**config.mk**
```make
export PLATFORM = sky130hd
export DESIGN_NAME = misc_irq_combiner
export DESIGN_NICKNAME = d
export VERILOG_FILES = /design/src/rtl/misc_irq_pkg.sv /design/src/rtl/misc_irq_ctrl.sv /design/src/rtl/misc_irq_dp.sv /design/src/rtl/misc_irq_combiner.sv
export SDC_FILE = /design/constraint.sdc
export NUM_CORES = 1
export LEC_CHECK = 0
export ABC_AREA = 0
export BUFFER_PORTS_ARGS = -buffer_cell sky130_fd_sc_hd__buf_2
export CAP_MARGIN = 0
export CELL_PAD_IN_SITES_DETAIL_PLACEMENT = 0
export CELL_PAD_IN_SITES_GLOBAL_PLACEMENT = 1
export CORE_MARGIN = 5
export CORE_UTILIZATION = 38
export CTS_CLUSTER_DIAMETER = 80
export DETAILED_ROUTE_END_ITERATION = 6
export GPL_TIMING_DRIVEN = 0
export PLACE_DENSITY_LB_ADDON = 0.1
export SLEW_MARGIN = 20
export SYNTH_ARGS = -nofsm -noshare
export SYNTH_HDL_FRONTEND = slang
export SYNTH_SLANG_ARGS = --single-unit
```
**constraint.sdc**
```tcl
create_clock -name clk -period 2.1 [get_ports clk]
set_clock_uncertainty 0.15 [all_clocks]
set_input_delay 0.525 -clock clk [delete_from_list [all_inputs] [get_ports clk]]
set_output_delay 0.525 -clock clk [all_outputs]
set_load 0.01 [all_outputs]
```
**src/rtl/misc_irq_pkg.sv**
```systemverilog
package misc_irq_pkg;

  // Decoded register access, passed from the control to the datapath
  typedef struct packed {
    logic selStatus;
    logic selEnable;
    logic wrStatus;
    logic wrEnable;
  } regStrobe_t;

endpackage

```
**src/rtl/misc_irq_ctrl.sv**
```systemverilog
module misc_irq_ctrl
  import misc_irq_pkg::*;
#(
  parameter int ADDR_W     = 3,
  parameter int STATUS_OFS = 0,
  parameter int ENABLE_OFS = 4
) (
  input  logic [ADDR_W-1:0] busAddr,
  input  logic              busWrEn,
  output regStrobe_t        strobe
);

  localparam logic [ADDR_W-1:0] StatusAddr = ADDR_W'(STATUS_OFS);
  localparam logic [ADDR_W-1:0] EnableAddr = ADDR_W'(ENABLE_OFS);

  // Exact address match; everything else is unmapped
  always_comb begin
    strobe.selStatus = (busAddr == StatusAddr);
    strobe.selEnable = (busAddr == EnableAddr);
    strobe.wrStatus  = busWrEn && strobe.selStatus;
    strobe.wrEnable  = busWrEn && strobe.selEnable;
  end

endmodule

```
**src/rtl/misc_irq_dp.sv**
```systemverilog
module misc_irq_dp
  import misc_irq_pkg::*;
#(
  parameter int NUM_SRC = 32,
  parameter bit LATCHED = 1'b1
) (
  input  logic               clk,
  input  logic               rstN,
  input  logic [NUM_SRC-1:0] srcIn,
  input  logic [NUM_SRC-1:0] wrData,
  input  regStrobe_t         strobe,
  output logic [NUM_SRC-1:0] rdData,
  output logic               irqOut
);

  logic [NUM_SRC-1:0] enableReg;
  logic [NUM_SRC-1:0] statusView;

  always_ff @(posedge clk or negedge rstN) begin
    if (!rstN)                enableReg <= '0;
    else if (strobe.wrEnable) enableReg <= wrData;
  end

  generate
    if (LATCHED) begin : g_latched
      logic [NUM_SRC-1:0] statusReg;
      for (genvar i = 0; i < NUM_SRC; i++) begin : g_bit
        // A high source outranks a clear in the same cycle
        always_ff @(posedge clk or negedge rstN) begin
          if (!rstN)                              statusReg[i] <= 1'b0;
          else if (srcIn[i])                      statusReg[i] <= 1'b1;
          else if (strobe.wrStatus && !wrData[i]) statusReg[i] <= 1'b0;
        end
      end
      assign statusView = statusReg;

      AST_SRC_SETS: assert property (@(posedge clk) disable iff (!rstN)
        (|srcIn) |=> ((statusReg & $past(srcIn)) == $past(srcIn)))
        else $error("source did not set pending");
      AST_NO_SPURIOUS_SET: assert property (@(posedge clk) disable iff (!rstN)
        (|(~srcIn)) |=> ((statusReg & ~$past(statusReg) & ~$past(srcIn)) == '0))
        else $error("pending set without source");
      AST_CLEAR_TAKES: assert property (@(posedge clk) disable iff (!rstN)
        strobe.wrStatus |=> ((statusReg & ~$past(srcIn) & ~$past(wrData)) == '0))
        else $error("pending not cleared");
    end else begin : g_level
      assign statusView = srcIn;
    end
  endgenerate

  always_comb begin
    rdData = '0;
    if (strobe.selStatus) rdData = statusView;
    if (strobe.selEnable) rdData = enableReg;
  end

  assign irqOut = |(statusView & enableReg);

  AST_ENABLE_LOADS: assert property (@(posedge clk) disable iff (!rstN)
    strobe.wrEnable |=> (enableReg == $past(wrData)))
    else $error("enable not loaded");
  AST_ENABLE_HOLDS: assert property (@(posedge clk) disable iff (!rstN)
    !strobe.wrEnable |=> $stable(enableReg))
    else $error("enable changed without write");
  AST_MASKED_QUIET: assert property (@(posedge clk) disable iff (!rstN)
    (enableReg == '0) |-> !irqOut)
    else $error("request while all masked");

endmodule

```
**src/rtl/misc_irq_combiner.sv**
```systemverilog
module misc_irq_combiner
  import misc_irq_pkg::*;
#(
  parameter int NUM_SRC = 32,
  parameter int ADDR_W  = 3,
  parameter bit LATCHED = 1'b1
) (
  input  logic               clk,
  input  logic               rstN,
  input  logic [NUM_SRC-1:0] srcIn,
  input  logic [ADDR_W-1:0]  busAddr,
  input  logic               busWrEn,
  input  logic [NUM_SRC-1:0] busWrData,
  output logic [NUM_SRC-1:0] busRdData,
  output logic               irqParent
);

  regStrobe_t strobe;

  misc_irq_ctrl #(
    .ADDR_W    (ADDR_W),
    .STATUS_OFS(0),
    .ENABLE_OFS(4)
  ) i_ctrl (
    .busAddr(busAddr),
    .busWrEn(busWrEn),
    .strobe (strobe)
  );

  misc_irq_dp #(
    .NUM_SRC(NUM_SRC),
    .LATCHED(LATCHED)
  ) i_dp (
    .clk   (clk),
    .rstN  (rstN),
    .srcIn (srcIn),
    .wrData(busWrData),
    .strobe(strobe),
    .rdData(busRdData),
    .irqOut(irqParent)
  );

endmodule

```
==> metrics.md, run 1 <==
| Metric | Value |
|---|---|
| DR vias/cell | between 5 and 6 |
| Die H | 96.9 um |
| Fin. max-slew vios | 0 |
| Failing checks | negative setup slack |
| Yosys warnings | 0 |
| Placed cells | 432 |
| First-pass GRT wire length | 13,700 um |
| Grt total ovfl | 0 |
| Max Root-Sink Buffers | 2 |
| Antenna Nets Post-Route | 0 |
| Initial antenna violation count | 0 |
| Leading area contributor after synthesis | dfrtp_1 |
| Setup crit start | i_dp.g_latched.statusReg[25]$_DFFE_PN0P_ |
| Gpl congestion | 0.745 |
| Crit-path slowest cell | or4_4 |
| Number of core rows | 31 |
| Post-synthesis async set-or-reset flop share | 100% |
| Later-pin clock latency in the skew report | approximately 0.34 ns |
| Distinct cells, synth | 18 |
| Final Critical Period | approximately 2.5 ns |
| Mapped cell area | between 2000 and 3000 um^2 |
| Peak VDD IR | slightly above 500 uV |
| Area share of the largest cell type after synthesis | between 50% and 60% |
| Die ar. | about 9400 um^2 |
| Dominant synthesized flop cell | dfrtp_1 |
| Vias | around 2.4k |
| Final Non-Filler Cells | between 400 and 500 |
| Vias in the first global route | 2,571 |
| Post-synth EDFFs | 0 |
| Commonest cells post-synth | 64 x dfrtp_1, 32 x a22o_1, 32 x nand2b_1 |
| Cells along the critical path | a22oi_1 -> nand4_1 -> or4_4 -> buf_6 |
| Hold-critical path depth | 2 |
| Startpoint type of the worst setup path | flop |
| Hold Startpoint | srcIn[15] |
| Final setup fails | 32 |
| Fmax | between 300 and 400 MHz |
| Synth Area per Inst | between 10 and 15 um^2 |
| # clock sinks | 64 |
| Clock Pin Slew Worst Setup and Hold Paths | 0.08 ns |
| I/O pin count | approximately 100 |
| Arrival time at the worst endpoint | 1.83 ns |
| WP buf/inv | 1 |
| Nets | 431 |
| LEAKAGE | approximately 1.9 nW |
| WL/cell | around 19 um |
| Port Buf Inserts | just over 100 |
| # DRC | 0 |
| Worst setup EP type | output port |
| All-Layer GR Usage | 18.6% |
| Detail Placement HPWL | 6020 um |
| Cell family with most CP delay | simple AND/OR/NAND/NOR gates |
| Number of fill cells in the layout | approximately 680 |
| Hold Path Class | input port to flop |
| CTS H-Tree Depth | 3 |
| Starting Density | 39.4% |
| Sequential share of the synthesized area | 55.8% |
| Rel. slew slack | 56.9% |
| Share of cells above drive strength 1 | a little over two fifths |
| Area delta synth->final | 44.9% |
| Core footprint | 7290 um^2 |
| R2R depth | 1 |
| CP peak stage delay | 0.50 ns |
| Total Routed Length | 8920 um |
| Worst-path fanout max | 3 |
| MaxCap Viol Count | 0 |
| Chip width | 96.9 um |
| Root Buffer | clkbuf_8 |
| CTS tree | built |
| Cell count along the critical path | 4 |
| #FFs+latches synth | 64 |
| Count leader, synth | dfrtp_1 |
| Min Hold Slack | 0.216 ns |
| Top cells by area, synth | dfrtp_1 56%, mux2_1 12%, a22o_1 9.8% |
| Cell count after synthesis | 230 |
| Kind of critical path | flop to output port |
| TritonCTS Buffers | 9 |
| Period utilization | 119% |
| DRT iter0 DRCs | 74 |
| # diodes | 0 |
| Largest net degree at the start of global routing | 34 |
| Status | finished, violations left |
| Final setup margin | -0.402 ns |
| Syn nets | 300 |
| Worst Max-Slew Pin Slew | 0.647 ns |
| Pre-antenna DRT Iters | 5 |
| RSZ-0062 raised after global routing | yes |
| Worst EP required | about 1.4 ns |
| Fin. Hold Viols | 0 |
| Pwr dens | 833 nW/um^2 |
| Worst flop-to-flop path startpoint | i_dp.enableReg[8]$_DFFE_PN0P_ |
[layout make-up]
class	count	area [um^2]	share of cell area, %
clock inverters	6	130	3.13
flip-flops and latches	64	1600	38.5
well taps	99	124	2.98
plain buffers	13	155	3.73
repair buffers	120	774	18.6
multi-input cells	153	1240	29.7
clock buffers	10	138	3.31
[sequential cells by signal (all words and copies together) (netlist names)]
signal,cells
i_dp.g_latched.statusReg,32
i_dp.enableReg,32
[kinds of logic (layout without fill, tap and decap cells)]
kind of cell,count (synthesis),after routing,synth area share [%]
buf+inv,13,149,2.70
flops,64,64,55.8
compound gates,80,80,19.5
simple gates,41,41,9.42
mux,32,32,12.6
[per-layer routing]
layer  global-route usage, %  routed length [um]  up-vias
met5                       0                   0        -
met4                    6.80                 116        0
met3                    4.24                 393        9
met2                    29.8                4290       80
met1                    24.6                4110     1182
li1                        -                   -     1138
[stage by stage]
stage / TNS (ns) / setup WS, ns / cell area (um^2) / power (W) / util (%)
2_1_floorplan: 0 / 0.0238 / 2870 / 0.00175 / -
3_3_place_gp: -17.83 / -0.613 / 3500 / 0.00197 / 48.1
3_5_place_dp: -18.54 / -0.615 / 3530 / 0.00199 / 48.4
4_1_cts: -1.46 / -0.378 / 4010 / 0.00345 / 55.0
5_1_grt: -3.16 / -0.431 / 4160 / 0.00360 / 57.1
6_report: -2.01 / -0.402 / 4160 / 0.00346 / 57.1
[what timing repair did]
item                                    in CTS  in global routing
pin swaps                                   17                  8
cloned                                       2                  3
hold endpoints to repair                    31                  0
hold buffers                                 1                  0
endpoints found under the setup margin      33                 32
resized for setup                           36                 16
setup buffers                                5                  6
[layout by cell type (no fill, tap or decap), types with 2 or more instances in the layout]
cell / instances
a22o_1: 32
a22oi_1: 11
a22oi_2: 5
buf_12: 2
buf_2: 97
buf_4: 7
buf_6: 13
buf_8: 7
bufinv_16: 4
clkbuf_1: 2
clkbuf_16: 3
clkbuf_8: 10
clkinv_2: 2
dfrtp_1: 64
mux2_1: 30
mux2_2: 2
nand2b_1: 32
nand4_1: 4
o21ai_0: 27
o21ai_1: 5
[path summary, 6_finish.rpt]
check | end | slack (ns)
hold / removal | i_dp.g_latched.statusReg[15]$_DFFE_PN0P_ | 0.22
setup reg to reg | i_dp.enableReg[8]$_DFFE_PN0P_ | 1.13
max in group asynchronous | i_dp.enableReg[22]$_DFFE_PN0P_ | 0.75
setup / recovery | irqParent | -0.40
min in group asynchronous | i_dp.enableReg[10]$_DFFE_PN0P_ | 0.52
hold reg to reg | i_dp.enableReg[10]$_DFFE_PN0P_ | 0.37
[where the power goes]
| part | switching (W) | internal [W] |
|---|---|---|
| Combinational | 0.000231 | 0.000302 |
| Clock | 0.000491 | 0.000938 |
| Sequential | 0.000119 | 0.00138 |
Power figures use the tool's default switching activity.
==> run 2: changes to the inputs <==
--- a/config.mk
+++ b/config.mk
@@ -11,7 +11,8 @@
 export CELL_PAD_IN_SITES_DETAIL_PLACEMENT = 0
 export CELL_PAD_IN_SITES_GLOBAL_PLACEMENT = 1
 export CORE_MARGIN = 5
-export CORE_UTILIZATION = 38
+export CORE_UTILIZATION = 40
+export CTS_BUF_LIST = sky130_fd_sc_hd__clkbuf_2
 export CTS_CLUSTER_DIAMETER = 80
 export DETAILED_ROUTE_END_ITERATION = 6
 export GPL_TIMING_DRIVEN = 0
==> run 2 against run 1 <==
The flow still finishes with violations (negative setup slack). First-iteration DRC count decreased by 54%. Hold slack got worse by 0.15 ns. Routed wire length decreased by 5.8%. Non-clock buffer count increased by 3. Clock power decreased by 43%. Utilization increased by 0.79 points. Total power decreased by 18%. Critical path depth unchanged. Largest power group unchanged.
==> metrics.md, run 2 (same netlist as run 1, synthesis figures left out) <==
| Metric | Value |
|---|---|
| TritonCTS Buffers | 9 (unchanged) |
| Final setup margin | -0.536 ns (was -0.402 ns) |
| Rel. slew slack | 56.5% (was 56.9%) |
| Die H | 94.7 um (was 96.9 um) |
| Final instance area | 4000 um^2 (was 4160 um^2) |
| Comb pwr share | 18.8% (was 15.4%) |
| GRT busiest layer | met2 (unchanged) |
| Later-pin clock latency in the skew report | 0.47 ns (was 0.34 ns) |
| Vias in the first global route | 2,502 (was 2,571) |
| Share of cells above drive strength 1 | 40.8% (was 42.9%) |
| Initial antenna violation count | 0 (unchanged) |
| Worst Max-Slew Pin Slew | 0.653 ns (was 0.647 ns) |
| # DRC | 0 (unchanged) |
| Chip width | 94.7 um (was 96.9 um) |
| Port Buf Inserts | 102 (unchanged) |
| WL/cell | 18.1 um (was 19.2 um) |
| Internal | 0.00207 W (was 0.00262 W) |
| Arrival time at the worst endpoint | 1.96 ns (was 1.83 ns) |
| Worst setup EP type | output port (unchanged) |
| Number of core rows | 30 (was 31) |
| Met2 global-route usage | 32.4% (was 29.8%) |
| Fmax | 379 MHz (was 400 MHz) |
| Period utilization | 126% (was 119%) |
| # clock sinks | 64 (unchanged) |
| Area delta synth->final | 39.2% (was 44.9%) |
| DR vias/cell | 5.21 (was 5.18) |
| Biggest regs | i_dp.enableReg: 32 flops, i_dp.g_latched.statusReg: 32 flops (unchanged) |
| Core footprint | 6910 um^2 (was 7290 um^2) |
| Final Non-Filler Cells | 464 (was 465) |
| Met3 Use GR | 6.14% (was 4.24%) |
| CTS H-Tree Depth | 3 (unchanged) |
| Die ar. | 8970 um^2 (was 9390 um^2) |
| Status | finished, violations left (unchanged) |
| Final Critical Period | 2.64 ns (was 2.50 ns) |
| Worst flop-to-flop path startpoint | i_dp.enableReg[24]$_DFFE_PN0P_ (was i_dp.enableReg[8]$_DFFE_PN0P_) |
| LEAKAGE | 1.80 nW (was 1.86 nW) |
| Nets | 434 (was 431) |
| CTS tree | built (unchanged) |
| Commonest non-fill, non-tap cell in the layout | buf_2 (unchanged) |
| M1 GR Usage | 25.0% (was 24.6%) |
| Switching power | 0.000766 W (was 0.000841 W) |
| Largest net degree at the start of global routing | 39 (was 34) |
| Leading cell types in the layout, fill and taps excluded | 97 x buf_2, 64 x dfrtp_1, 32 x a22o_1, 32 x nand2b_1, 30 x mux2_1 (unchanged) |
| Sw frac | 27.0% (was 24.3%) |
| Failing checks | negative setup slack (unchanged) |
| Fin. max-slew vios | 0 (unchanged) |
| Grt total ovfl | 0 (unchanged) |
| Gpl congestion | 0.810 (was 0.745) |
| Detail Placement HPWL | 5850 um (was 6020 um) |
| Max Root-Sink Buffers | 2 (unchanged) |
| Number of fill cells in the layout | 637 (was 679) |
| Final setup fails | 20 (was 32) |
| Area post-placement | 3520 um^2 (was 3530 um^2) |
| Fin. Hold Viols | 0 (unchanged) |
| Vias | 2,418 (was 2,409) |
| Pwr dens | 711 nW/um^2 (was 833 nW/um^2) |
| Sequential share of power | 52.6% (was 43.4%) |
| Pre-antenna DRT Iters | 4 (was 5) |
| # diodes | 0 (unchanged) |
| Total Routed Length | 8400 um (was 8920 um) |
| DRT iter0 DRCs | 34 (was 74) |
| Root Buffer | clkbuf_2 (was clkbuf_8) |
| Post-Route Utilization | 57.8% (was 57.1%) |
| I/O pin count | 103 (unchanged) |
| WHS Endpoint | i_dp.g_latched.statusReg[5]$_DFFE_PN0P_ (was i_dp.g_latched.statusReg[15]$_DFFE_PN0P_) |
| RR Endpoint | i_dp.enableReg[24]$_DFFE_PN0P_ (was i_dp.enableReg[8]$_DFFE_PN0P_) |
| First-pass GRT wire length | 12,900 um (was 13,700 um) |
| Starting Density | 41.6% (was 39.4%) |
| Worst-path fanout max | 2 (was 3) |
| Clk pwr share | 28.7% (was 41.3%) |
| Kind of critical path | flop to output port (unchanged) |
| RSZ-0062 raised after global routing | yes (unchanged) |
| MaxCap Viol Count | 0 (unchanged) |
| Placed cells | 429 (was 432) |
| Antenna Nets Post-Route | 0 (unchanged) |
| Hold Path Class | input port to flop (unchanged) |
| Hold-critical path depth | 2 (unchanged) |
| Clock Pin Slew Worst Setup and Hold Paths | 0.18 ns (was 0.08 ns) |
| Hold Startpoint | srcIn[5] (was srcIn[15]) |
| Register-to-Register Setup Slack | 1.03 ns (was 1.13 ns) |
| All-Layer GR Usage | 19.5% (was 18.6%) |
| Worst EP required | 1.42 ns (about the same) |
| R2R depth | 2 (was 1) |
| Peak VDD IR | 441 uV (was 514 uV) |
| Startpoint type of the worst setup path | flop (unchanged) |
[run 2: layout make-up]
cell class / instances / area [um^2] / area share, %
sequential: 64 / 1600 / 40.1
clock inverter: 5 / 72.6 / 1.82
buffer: 11 / 123 / 3.07
timing repair buffer: 125 / 796 / 19.9
multi-input combinational: 153 / 1230 / 30.8
clock buffer: 10 / 50.0 / 1.25
tap: 96 / 120 / 3.01
[run 2: timing repair]
item | CTS | global route
gates resized for setup | 37 | 14
pin swaps | 8 | 8
cloned | 2 | 1
setup endpoints to repair | 33 | 33
setup buffers | 10 | 2
hold buffers | 1 | 6
hold endpoints to repair | 26 | 6
[run 2: worst max path at each step]
stage	start	to	cells after the start
global placement	busAddr[2]	busRdData[14]	5
finish	i_dp.g_latched.statusReg[30]$_DFFE_PN0P_	irqParent	4
CTS	i_dp.g_latched.statusReg[30]$_DFFE_PN0P_	irqParent	4
floorplan	busAddr[2]	busRdData[11]	3
global route	i_dp.enableReg[30]$_DFFE_PN0P_	irqParent	4
detailed placement	busAddr[2]	busRdData[20]	5
[run 2: worst max-delay path: stages (launching register included)]
cell and delay, ns:
dfrtp_1 0.42, a22oi_2 0.20, nand4_1 0.16, or4_4 0.56, buf_6 0.14
[run 2: through the flow]
| stage | TNS (ns) | total power, W | hold WS [ns] | setup WS, ns |
|---|---|---|---|---|
| finish | -1.10 | 0.00284 | 0.0631 | -0.536 |
| global route | -2.96 | 0.00300 | 0.00794 | -0.654 |
| CTS | -0.748 | 0.00285 | 0.0130 | -0.572 |
| detailed placement | -20.55 | 0.00198 | 0.314 | -0.659 |
| global placement | -20.90 | 0.00197 | 0.342 | -0.664 |
| floorplan | 0 | 0.00175 | 0.0794 | 0.0238 |
[run 2: power groups by stage]
| stage | registers (W) | clock network (W) | logic (W) |
|---|---|---|---|
| 4_1_cts | 0.00149 | 0.000839 | 0.000526 |
| 3_5_place_dp | 0.00151 | 0 | 0.000468 |
| 6_report | 0.00149 | 0.000814 | 0.000533 |
| 5_1_grt | 0.00152 | 0.000887 | 0.000595 |
| 3_3_place_gp | 0.00151 | 0 | 0.000457 |
| 2_1_floorplan | 0.00148 | 0 | 0.000271 |
[run 2: metal layers]
layer / vias up / wire [um]
li1: 1135 / -
met1: 1202 / 3700
met2: 76 / 4070
met3: 5 / 595
met4: 0 / 38
met5: - / 0
==> run 3: changes to the inputs <==
--- a/config.mk
+++ b/config.mk
@@ -5,7 +5,6 @@
 export SDC_FILE = /design/constraint.sdc
 export NUM_CORES = 1
 export LEC_CHECK = 0
-export ABC_AREA = 0
 export BUFFER_PORTS_ARGS = -buffer_cell sky130_fd_sc_hd__buf_2
 export CAP_MARGIN = 0
 export CELL_PAD_IN_SITES_DETAIL_PLACEMENT = 0
==> constraint.sdc (replaced) <==
create_clock -name clk -period 2.1 [get_ports clk]
set_clock_uncertainty 0.15 [all_clocks]
set_input_delay 0.525 -clock clk [delete_from_list [all_inputs] [get_ports clk]]
set_output_delay 0.525 -clock clk [all_outputs]
set_load 0.05 [all_outputs]
==> run 3 against run 2 <==
Global-route usage grew 1.4 points. Via count increased by 2.0%. Die area stayed put. Critical path depth did not move. The flow still finishes with violations (negative setup slack). Worst setup slack got worse by 0.027 ns. Largest cell class unchanged.
==> metrics.md, run 3 (same netlist as run 1, synthesis figures left out) <==
| Metric | Value |
|---|---|
| Chip width | 94.7 um (unchanged) |
| Placed cells | 429 (unchanged) |
| Peak VDD IR | 568 uV (was 441 uV) |
| Pwr dens | 695 nW/um^2 (was 711 nW/um^2) |
| Kind of critical path | flop to output port (unchanged) |
| Worst flop-to-flop path startpoint | i_dp.enableReg[27]$_DFFE_PN0P_ (was i_dp.enableReg[24]$_DFFE_PN0P_) |
| Final Critical Period | 2.66 ns (was 2.64 ns) |
| Detail Placement HPWL | 5930 um (was 5850 um) |
| WL/cell | 19.7 um (was 18.1 um) |
| All-Layer GR Usage | 20.9% (was 19.5%) |
| Final setup margin | -0.564 ns (was -0.536 ns) |
| Grt total ovfl | 0 (unchanged) |
| Worst-path fanout max | 3 (was 2) |
| Die ar. | 8970 um^2 (unchanged) |
| Final Non-Filler Cells | 468 (was 464) |
| Worst EP required | 1.42 ns (about the same) |
| Final setup TNS | -3.59 ns (was -1.10 ns) |
| Worst setup EP type | output port (unchanged) |
| Biggest regs | i_dp.enableReg: 32 flops, i_dp.g_latched.statusReg: 32 flops (unchanged) |
| Hold Path Class | input port to flop (unchanged) |
| Post-Route Utilization | 67.6% (was 57.8%) |
| Commonest non-fill, non-tap cell in the layout | buf_2 (unchanged) |
| Root Buffer | clkbuf_2 (unchanged) |
| I/O pin count | 103 (unchanged) |
| # diodes | 0 (unchanged) |
| Port Buf Inserts | 102 (unchanged) |
| RSZ-0062 raised after global routing | yes (unchanged) |
| RR Endpoint | i_dp.enableReg[27]$_DFFE_PN0P_ (was i_dp.enableReg[24]$_DFFE_PN0P_) |
| Register-to-Register Setup Slack | 0.89 ns (was 1.03 ns) |
| Leading cell types in the layout, fill and taps excluded | 66 x buf_2, 64 x dfrtp_1, 33 x buf_8, 32 x nand2b_1, 30 x mux2_1 (was 97 x buf_2, 64 x dfrtp_1, 32 x a22o_1, 32 x nand2b_1, 30 x mux2_1) |
| Share of cells above drive strength 1 | 52.2% (was 40.8%) |
| Fin. max-slew vios | 0 (unchanged) |
| DR vias/cell | 5.27 (was 5.21) |
| Nets | 437 (was 434) |
| Pre-antenna DRT Iters | 4 (unchanged) |
| TritonCTS Buffers | 9 (unchanged) |
| First-pass GRT wire length | 13,900 um (was 12,900 um) |
| Initial antenna violation count | 0 (unchanged) |
| WHS Endpoint | i_dp.g_latched.statusReg[6]$_DFFE_PN0P_ (was i_dp.g_latched.statusReg[5]$_DFFE_PN0P_) |
| Fmax | 375 MHz (was 379 MHz) |
| Status | finished, violations left (unchanged) |
| Fin. Hold Viols | 0 (unchanged) |
| Number of fill cells in the layout | 557 (was 637) |
| CTS tree | built (unchanged) |
| Rel. slew slack | 54.9% (was 56.5%) |
| Worst Max-Slew Pin Slew | 0.676 ns (was 0.653 ns) |
| Hold-critical path depth | 2 (unchanged) |
| DRT iter0 DRCs | 49 (was 34) |
| Max Root-Sink Buffers | 2 (unchanged) |
| Gpl congestion | 0.770 (was 0.810) |
| Failing checks | negative setup slack (unchanged) |
| Later-pin clock latency in the skew report | 0.47 ns (about the same) |
| Die H | 94.7 um (unchanged) |
| CTS H-Tree Depth | 3 (unchanged) |
| MaxCap Viol Count | 0 (unchanged) |
| LEAKAGE | 2.04 nW (was 1.80 nW) |
| Antenna Nets Post-Route | 0 (unchanged) |
| Number of core rows | 30 (unchanged) |
| Clock Pin Slew Worst Setup and Hold Paths | 0.19 ns (was 0.18 ns) |
| Area delta synth->final | 62.6% (was 39.2%) |
| Starting Density | 41.6% (unchanged) |
| Arrival time at the worst endpoint | 1.99 ns (was 1.96 ns) |
| Vias in the first global route | 2,627 (was 2,502) |
| R2R depth | 3 (was 2) |
| Vias | 2,467 (was 2,418) |
| Final setup fails | 30 (was 20) |
| Core footprint | 6910 um^2 (unchanged) |
| Area occupied by multi-input gates | 1510 um^2 (was 1230 um^2) |
| # clock sinks | 64 (unchanged) |
| Register Area | 1600 um^2 (unchanged) |
| Hold Startpoint | srcIn[6] (was srcIn[5]) |
| Final instance area | 4670 um^2 (was 4000 um^2) |
| Period utilization | 127% (was 126%) |
| # DRC | 0 (unchanged) |
| Area post-placement | 3590 um^2 (was 3520 um^2) |
| Startpoint type of the worst setup path | flop (unchanged) |
| Total Routed Length | 9220 um (was 8400 um) |
| Largest net degree at the start of global routing | 37 (was 39) |
-- run 3: final cells by class --
type	count	share of cell area (%)
flip-flops and latches	64	34.3
multi-input cells	153	32.2
repair buffers	126	24.7
plain buffers	13	3.43
well taps	96	2.57
clock inverters	5	1.53
clock buffers	11	1.18
-- run 3: through the flow --
| step | hold WS, ns | total power (W) | worst slack [ns] |
|---|---|---|---|
| after detailed placement | 0.325 | 0.00214 | -0.650 |
| final | 0.0600 | 0.00324 | -0.564 |
| after global routing | 0.0413 | 0.00338 | -0.637 |
| after global placement | 0.345 | 0.00212 | -0.646 |
| after CTS | 0.0487 | 0.00319 | -0.576 |
| after floorplan | 0.0794 | 0.00192 | -0.0466 |
-- run 3: where the power goes --
group          switching, W  internal, W
logic              0.000415     0.000473
registers          0.000146      0.00138
clock network      0.000434     0.000394
-- run 3: metal layers --
metal / global-route usage, % / part of all wire [%] / up-vias
li1: - / - / 1145
met1: 28.1 / 45 / 1234
met2: 34.6 / 49 / 76
met3: 3.82 / 4.7 / 12
met4: 5.77 / 1.3 / 0
met5: 0 / 0 / -
-- run 3: timing repair --
action | CTS | global route
endpoints found under the setup margin | 33 | 33
pin swaps | 5 | 9
buffers inserted | 14 | 4
cloned | 4 | 1
endpoints found under the hold margin | 28 | 0
resized for setup | 152 | 24
hold buffers | 1 | 0
-- run 3: critical path, stage by stage (launching register included) --
cell and delay (ns):
dfrtp_1 0.45, a22oi_1 0.23, nand4_1 0.13, or4_4 0.54, buf_6 0.17
-- run 3: worst max-delay path by stage --
stage / startpoint / to / slack [ns]
after CTS: i_dp.enableReg[27]$_DFFE_PN0P_ / irqParent / -0.58
after global routing: i_dp.enableReg[25]$_DFFE_PN0P_ / irqParent / -0.64
after detailed placement: busAddr[1] / busRdData[4] / -0.65
final: i_dp.enableReg[28]$_DFFE_PN0P_ / irqParent / -0.56
after floorplan: busAddr[1] / busRdData[12] / -0.05
after global placement: busAddr[1] / busRdData[3] / -0.65
